[config.mk]
export PLATFORM = sky130hd
export DESIGN_NAME = sop_term_array
export DESIGN_NICKNAME = d
export VERILOG_FILES = /design/src/rtl/sop_pkg.sv /design/src/rtl/sop_fuse_map.sv /design/src/rtl/sop_pterm.sv /design/src/rtl/sop_or_cell.sv /design/src/rtl/sop_term_array.sv
export SDC_FILE = /design/constraint.sdc
export NUM_CORES = 2
export LEC_CHECK = 0
export BUFFER_PORTS_ARGS = -buffer_cell sky130_fd_sc_hd__buf_2
export CAP_MARGIN = 10
export CORE_ASPECT_RATIO = 0.7
export CORE_UTILIZATION = 29
export CTS_CLUSTER_DIAMETER = 120
export DETAILED_ROUTE_END_ITERATION = 10
export PLACE_DENSITY = 0.48
export SLEW_MARGIN = 20
export SYNTH_ARGS = -nofsm -noshare
export SYNTH_HDL_FRONTEND = slang
export SYNTH_HIERARCHICAL = 1
export SYNTH_SLANG_ARGS = --single-unit
[constraint.sdc]
create_clock -name clk -period 2.2 [get_ports clk]
set_input_delay 0.11 -clock clk [delete_from_list [all_inputs] [get_ports clk]]
set_output_delay 0.11 -clock clk [all_outputs]
set_load 0.005 [all_outputs]
[src/rtl/sop_pkg.sv]
package sop_pkg;
   typedef enum logic [1:0] {
      MAP_HOLD  = 2'd0,
      MAP_WRITE = 2'd1,
      MAP_CLEAR = 2'd2
   } map_op_e;

   localparam int unsigned DEF_DED_SIGS = 8;
   localparam int unsigned DEF_FB_SIGS  = 8;
   localparam int unsigned DEF_CELLS    = 8;
   localparam int unsigned DEF_SUM_PTS  = 7;
endpackage

[src/rtl/sop_fuse_map.sv]
module sop_fuse_map
   import sop_pkg::*;
#(
   parameter int unsigned N_ROWS = 64,
   parameter int unsigned ROW_W  = 32,
   parameter int unsigned ADDR_W = 6
) (
   input  logic                     clk,
   input  logic                     rst_n,
   input  logic                     we,
   input  logic [ADDR_W-1:0]        addr,
   input  logic [ROW_W-1:0]         row,
   input  logic                     clear,
   output logic [N_ROWS*ROW_W-1:0]  map_flat
);
   logic [ROW_W-1:0] rows_q [N_ROWS];
   map_op_e op;

   always_comb begin
      if (clear)                               op = MAP_CLEAR;
      else if (we && (int'(addr) < N_ROWS))    op = MAP_WRITE;
      else                                     op = MAP_HOLD;
   end

   always_ff @(posedge clk or negedge rst_n) begin
      if (!rst_n) begin
         for (int r = 0; r < N_ROWS; r++) rows_q[r] <= '0;
      end else begin
         case (op)
            MAP_CLEAR: for (int r = 0; r < N_ROWS; r++) rows_q[r] <= '0;
            MAP_WRITE: rows_q[addr] <= row;
            default: ;
         endcase
      end
   end

   for (genvar r = 0; r < N_ROWS; r++) begin : g_flat
      assign map_flat[r*ROW_W +: ROW_W] = rows_q[r];
   end


   erase_clears_chk: assert property (@(posedge clk) disable iff (!rst_n)
      clear |=> (map_flat == '0));


   row_write_chk: assert property (@(posedge clk) disable iff (!rst_n)
      (we && !clear && (int'(addr) < N_ROWS)) |=> (rows_q[$past(addr)] == $past(row)));
endmodule

[src/rtl/sop_pterm.sv]
module sop_pterm #(
   parameter int unsigned N_LINES = 32
) (
   input  logic [N_LINES-1:0] lines,
   input  logic [N_LINES-1:0] conn,
   output logic               term
);
   // an open connection contributes a constant 1 to the AND
   assign term = &(lines | ~conn);
endmodule

[src/rtl/sop_or_cell.sv]
module sop_or_cell #(
   parameter int unsigned N_SUM   = 7,
   parameter bit          JOIN_EN = 1'b1
) (
   input  logic [N_SUM-1:0] sum_terms,
   input  logic             aux,
   input  logic             join_aux,
   output logic             sum
);
   if (JOIN_EN) begin : g_join
      assign sum = (|sum_terms) | (aux & join_aux);
   end else begin : g_nojoin
      logic unused_join;
      assign unused_join = aux ^ join_aux;
      assign sum = |sum_terms;
   end
endmodule

[src/rtl/sop_term_array.sv]
module sop_term_array
   import sop_pkg::*;
#(
   parameter int unsigned N_DED   = DEF_DED_SIGS,
   parameter int unsigned N_FB    = DEF_FB_SIGS,
   parameter int unsigned N_CELL  = DEF_CELLS,
   parameter int unsigned N_SUM   = DEF_SUM_PTS,
   parameter bit          JOIN_EN = 1'b1,
   localparam int unsigned N_SIG   = N_DED + N_FB,
   localparam int unsigned N_LINES = 2 * N_SIG,
   localparam int unsigned PER_CELL = N_SUM + 1,
   localparam int unsigned N_TERMS = N_CELL * PER_CELL,
   localparam int unsigned ADDR_W  = (N_TERMS > 1) ? $clog2(N_TERMS) : 1
) (
   input  logic                clk,
   input  logic                rst_n,
   input  logic [N_DED-1:0]    ded_in,
   input  logic [N_FB-1:0]     fb_in,
   input  logic [N_CELL-1:0]   aux_join,
   input  logic                map_we,
   input  logic [ADDR_W-1:0]   map_addr,
   input  logic [N_LINES-1:0]  map_row,
   input  logic                erase,
   output logic [N_CELL-1:0]   or_sum,
   output logic [N_CELL-1:0]   aux_term
);
   if (N_DED < 1) begin : g_bad_ded
      $error("sop_term_array: N_DED must be at least 1");
   end
   if (N_FB < 1) begin : g_bad_fb
      $error("sop_term_array: N_FB must be at least 1");
   end
   if (N_CELL < 1 || N_SUM < 1) begin : g_bad_cell
      $error("sop_term_array: N_CELL and N_SUM must be at least 1");
   end

   logic [N_SIG-1:0]          sig;
   logic [N_LINES-1:0]        lines;
   logic [N_TERMS*N_LINES-1:0] map_flat;
   logic [N_TERMS-1:0]        terms;

   assign sig = {fb_in, ded_in};

   for (genvar k = 0; k < N_SIG; k++) begin : g_line
      assign lines[2*k]   = sig[k];
      assign lines[2*k+1] = ~sig[k];
   end

   sop_fuse_map #(
      .N_ROWS (N_TERMS),
      .ROW_W  (N_LINES),
      .ADDR_W (ADDR_W)
   ) u_map (
      .clk      (clk),
      .rst_n    (rst_n),
      .we       (map_we),
      .addr     (map_addr),
      .row      (map_row),
      .clear    (erase),
      .map_flat (map_flat)
   );

   for (genvar t = 0; t < N_TERMS; t++) begin : g_term
      sop_pterm #(.N_LINES(N_LINES)) u_pt (
         .lines (lines),
         .conn  (map_flat[t*N_LINES +: N_LINES]),
         .term  (terms[t])
      );
   end

   for (genvar c = 0; c < N_CELL; c++) begin : g_cell
      sop_or_cell #(.N_SUM(N_SUM), .JOIN_EN(JOIN_EN)) u_or (
         .sum_terms (terms[c*PER_CELL +: N_SUM]),
         .aux       (terms[c*PER_CELL + N_SUM]),
         .join_aux  (aux_join[c]),
         .sum       (or_sum[c])
      );
      assign aux_term[c] = terms[c*PER_CELL + N_SUM];


      dead_sum_low_chk: assert property (@(posedge clk) disable iff (!rst_n)
         ((terms[c*PER_CELL +: N_SUM] == '0) && !(aux_join[c] && aux_term[c])) |-> !or_sum[c]);
   end

   function automatic logic row_conflict(input logic [N_LINES-1:0] r);
      logic hit;
      hit = 1'b0;
      for (int k = 0; k < N_SIG; k++) hit = hit | (r[2*k] & r[2*k+1]);
      return hit;
   endfunction

   for (genvar t = 0; t < N_TERMS; t++) begin : g_term_chk

      open_term_true_chk: assert property (@(posedge clk) disable iff (!rst_n)
         (map_flat[t*N_LINES +: N_LINES] == '0) |-> terms[t]);

      conflict_false_chk: assert property (@(posedge clk) disable iff (!rst_n)
         row_conflict(map_flat[t*N_LINES +: N_LINES]) |-> !terms[t]);
   end
endmodule

==> flow_summary.yaml <==
die:
  die-width_um: 729
  floorplan.initialDensity_pct: 29.2
  core-area_mm2: 0.368
  rows: 186
  die-area_mm2: 0.373
  die_h_um: 511
  io_pins: 82
finish:
  largest_reg_flops: 2048
  nets: 11000
  final_common_cell: "dfrtp_1"
  layout-drive-gt1-share_pct: 31.8
  syn_to_final_growth_pct: 21.1
  most-common-layout-cells: "dfrtp_1, inv_1, nor2b_1, mux2_2, o22ai_1"
clocking:
  cts_tree: "done"
  clockBufferDepth: 4
  clock_latency_ns: 0.84
  h-tree-depth: 4
  cts-buffers-inserted: 212
  cts.sinks: 2048
  cts-root-buf: "clkbuf_16"
  clkTransAtPathRegs_ns: 0.07
route:
  finalWirelength_mm: 391
  vias: 78800
  antenna_left: 0
  first_pass_iters: 5
  drtIter0Drc: 6297
  drcViolationCount: 0
  wl_per_cell_um: 24.5
  via_per_inst: 4.94
logic_synthesis:
  syn-num-nets: 10500
  syn-cell-area_mm2: 0.107
  syn_area_per_cell_um2: 10.2
  synth_mux_area_share_pct: 20.5
  yosys.area_share.adder_pct: 0
  ys_ff_latch: 2048
  synthTopCellsByArea: "dfrtp_1, mux2_2, nor2b_1"
  synth-simple-area-share_pct: 15.4
  yosysWarnings: 6
  yosysTopAreaCell: "dfrtp_1"
  synth_xor_area_share_pct: 0
  synth_top_family_by_area: "multiplexers"
  synth_cells: 10500
  synth_cell_types: 34
  synth-compound-area-share_pct: 6.41
  yosysSeqAreaShare_pct: 47.7
  synth_top_cell_area_share_pct: 47.7
global_route:
  antenna_found_initial: 45
  grt_max_degree: 201
  grt_overflow: 0
  grt_pass1_vias: 80700
  gr-usage-all-layers_pct: 20.6
  grt_pass1_wl_mm: 575
worst_setup_path:
  cp_max_fo: 2
  arrival_ns: 2.68
  cpPeakStageDelay_ns: 0.47
  slowest_stage: "nor4_4"
  r2r_setup_slack_ns: 1.16
  crit_start: "u_map/map_flat[1004]$_DFFE_PN0P_"
  crit_type: "register to primary output"
  timing.rr.end: "u_map/map_flat[707]$_DFFE_PN0P_"
  reg2reg_from: "u_map/map_flat[707]$_DFFE_PN0P_"
  r2r_cells: 3
  cp.required_ns: 2.09
  crit_chain: "inv_1, o22ai_2, nor4_4, buf_4, and4_4, nand2_4, nand3_4, buf_6"
  startpoint_type: "register"
  endpoint: "or_sum[3]"
  endpoint_kind: "primary output"
power_and_ir_drop:
  ir_worst_vdd_v: 0.000557
  power.leakage_uw: 0.0576
  power_uw: 82900
  p_per_area_mw_per_mm2: 637
run:
  max_cap_violations: 0
place:
  dp_hpwl_mm: 248
  place.gp.congestion: 0.843
  io_buffers: 81
sta:
  final.setup.worst_slack_ns: -0.590
  worst_pin_slew_ns: 1.21
  setup_viol: 16
  slew_violations: 0
  fin_crit_ns: 2.79
  fin_skew_ns: 0
  hold_violations: 0
  fmax_mhz: 358
  slew_headroom_pct: 19.1
  fin_hold_ws_ns: 0.0930
  grt_setup_unrepaired: "true"
  min_period_over_period_pct: 127
outcome:
  violations: "negative setup slack"
  outcome: "complete, but fails checks"
min_path:
  hold_class: "input pin to register"
==> routing by layer <==
layer | GRT usage [%] | vias up | wire, µm | part of all wire [%]
met5 | 0 | - | 23 | 0.0059
met4 | 4.90 | 4 | 9750 | 2.5
met3 | 2.73 | 483 | 20800 | 5.3
met2 | 31.3 | 2117 | 171000 | 44
met1 | 30.7 | 41100 | 190000 | 49
li1 | - | 35100 | - | -
==> layout make-up <==
type                            instances  area, µm²
Fill cell                           36600     238000
Inverter                             2065       7820
Sequential cell                      2048      51200
Tap cell                             4888       6120
Clock inverter                         71        858
Clock buffer                          308       6220
Timing Repair Buffer                  885       9700
Multi-Input combinational cell       5672      48000
Antenna cell                           14       35.0
==> how the worst min path moves through the flow <==
stage / start / endpoint / slack [ns] / cells after the start
2_1_floorplan: rst_n / u_map/map_flat[0]$_DFFE_PN0P_ / -0.19 / 0
3_3_place_gp: rst_n / u_map/map_flat[168]$_DFFE_PN0P_ / 0.09 / 1
3_5_place_dp: rst_n / u_map/map_flat[168]$_DFFE_PN0P_ / 0.09 / 1
4_1_cts: map_addr[3] / u_map/map_flat[1117]$_DFFE_PN0P_ / 0.02 / 5
5_1_grt: map_addr[3] / u_map/map_flat[1089]$_DFFE_PN0P_ / 0.1 / 5
6_report: map_addr[3] / u_map/map_flat[1117]$_DFFE_PN0P_ / 0.09 / 5
==> Yosys cell counts (all sizes together) <==
library cell,n
nor3b,1
nand4,3
nand2b,99
or2,1
o21ai,96
mux2,1952
nor4,272
and4bb,10
nor2,3
dfrtp,2048
buf,255
o22ai,1024
nor2b,1955
clkbuf,440
inv,2065
nand3,104
nand2,51
and4,68
nor4b,9
and3b,1
nor3,11
and3,1
nand4b,5
and4b,6
==> power breakdown <==
part           internal, µW  switching, µW  total, µW
registers             37800           69.3      37900
clock network         21600          16500      38000
logic                  1860           5110       6970
total                 61200          21600      82900
==> repair_timing <==
| action | in CTS | in global routing |
|---|---|---|
| setup buffers | 7 | 6 |
| gates cloned | 0 | 0 |
| hold endpoints to repair | 2820 | 0 |
| pin swaps | 166 | 79 |
| hold buffers | 38 | 0 |
| gates resized for setup | 368 | 126 |
| setup endpoints to repair | 16 | 16 |
==> metrics by stage <==
stage / util, % / TNS (ns) / std cells / instance area [µm²] / setup slack [ns]
3_5_place_dp: 32.7 / -5.28 / 15500 / 120000 / -0.901
2_1_floorplan: - / 0 / 10500 / 107000 / 0.284
5_1_grt: 35.4 / -8.05 / 15900 / 130000 / -0.689
3_3_place_gp: 32.7 / -5.86 / 15500 / 120000 / -1.02
4_1_cts: 35.2 / -7.67 / 15900 / 129000 / -0.693
6_report: 35.4 / -6.61 / 16000 / 130000 / -0.590
==> logic make-up after synthesis <==
group           count (synthesis)
buf+inv                      2760
compound gates               1120
flops                        2048
simple gates                 2600
mux                          1952
==> critical path: cells and delay by family (launching register included) <==
family                 cells  cell delay (ns)
AOI/OAI and AO/OA          1             0.10
and+or+nand+nor            4             0.96
DFF                        1             0.38
buffers and inverters      3             0.36
(Power assumes the default switching activity.)
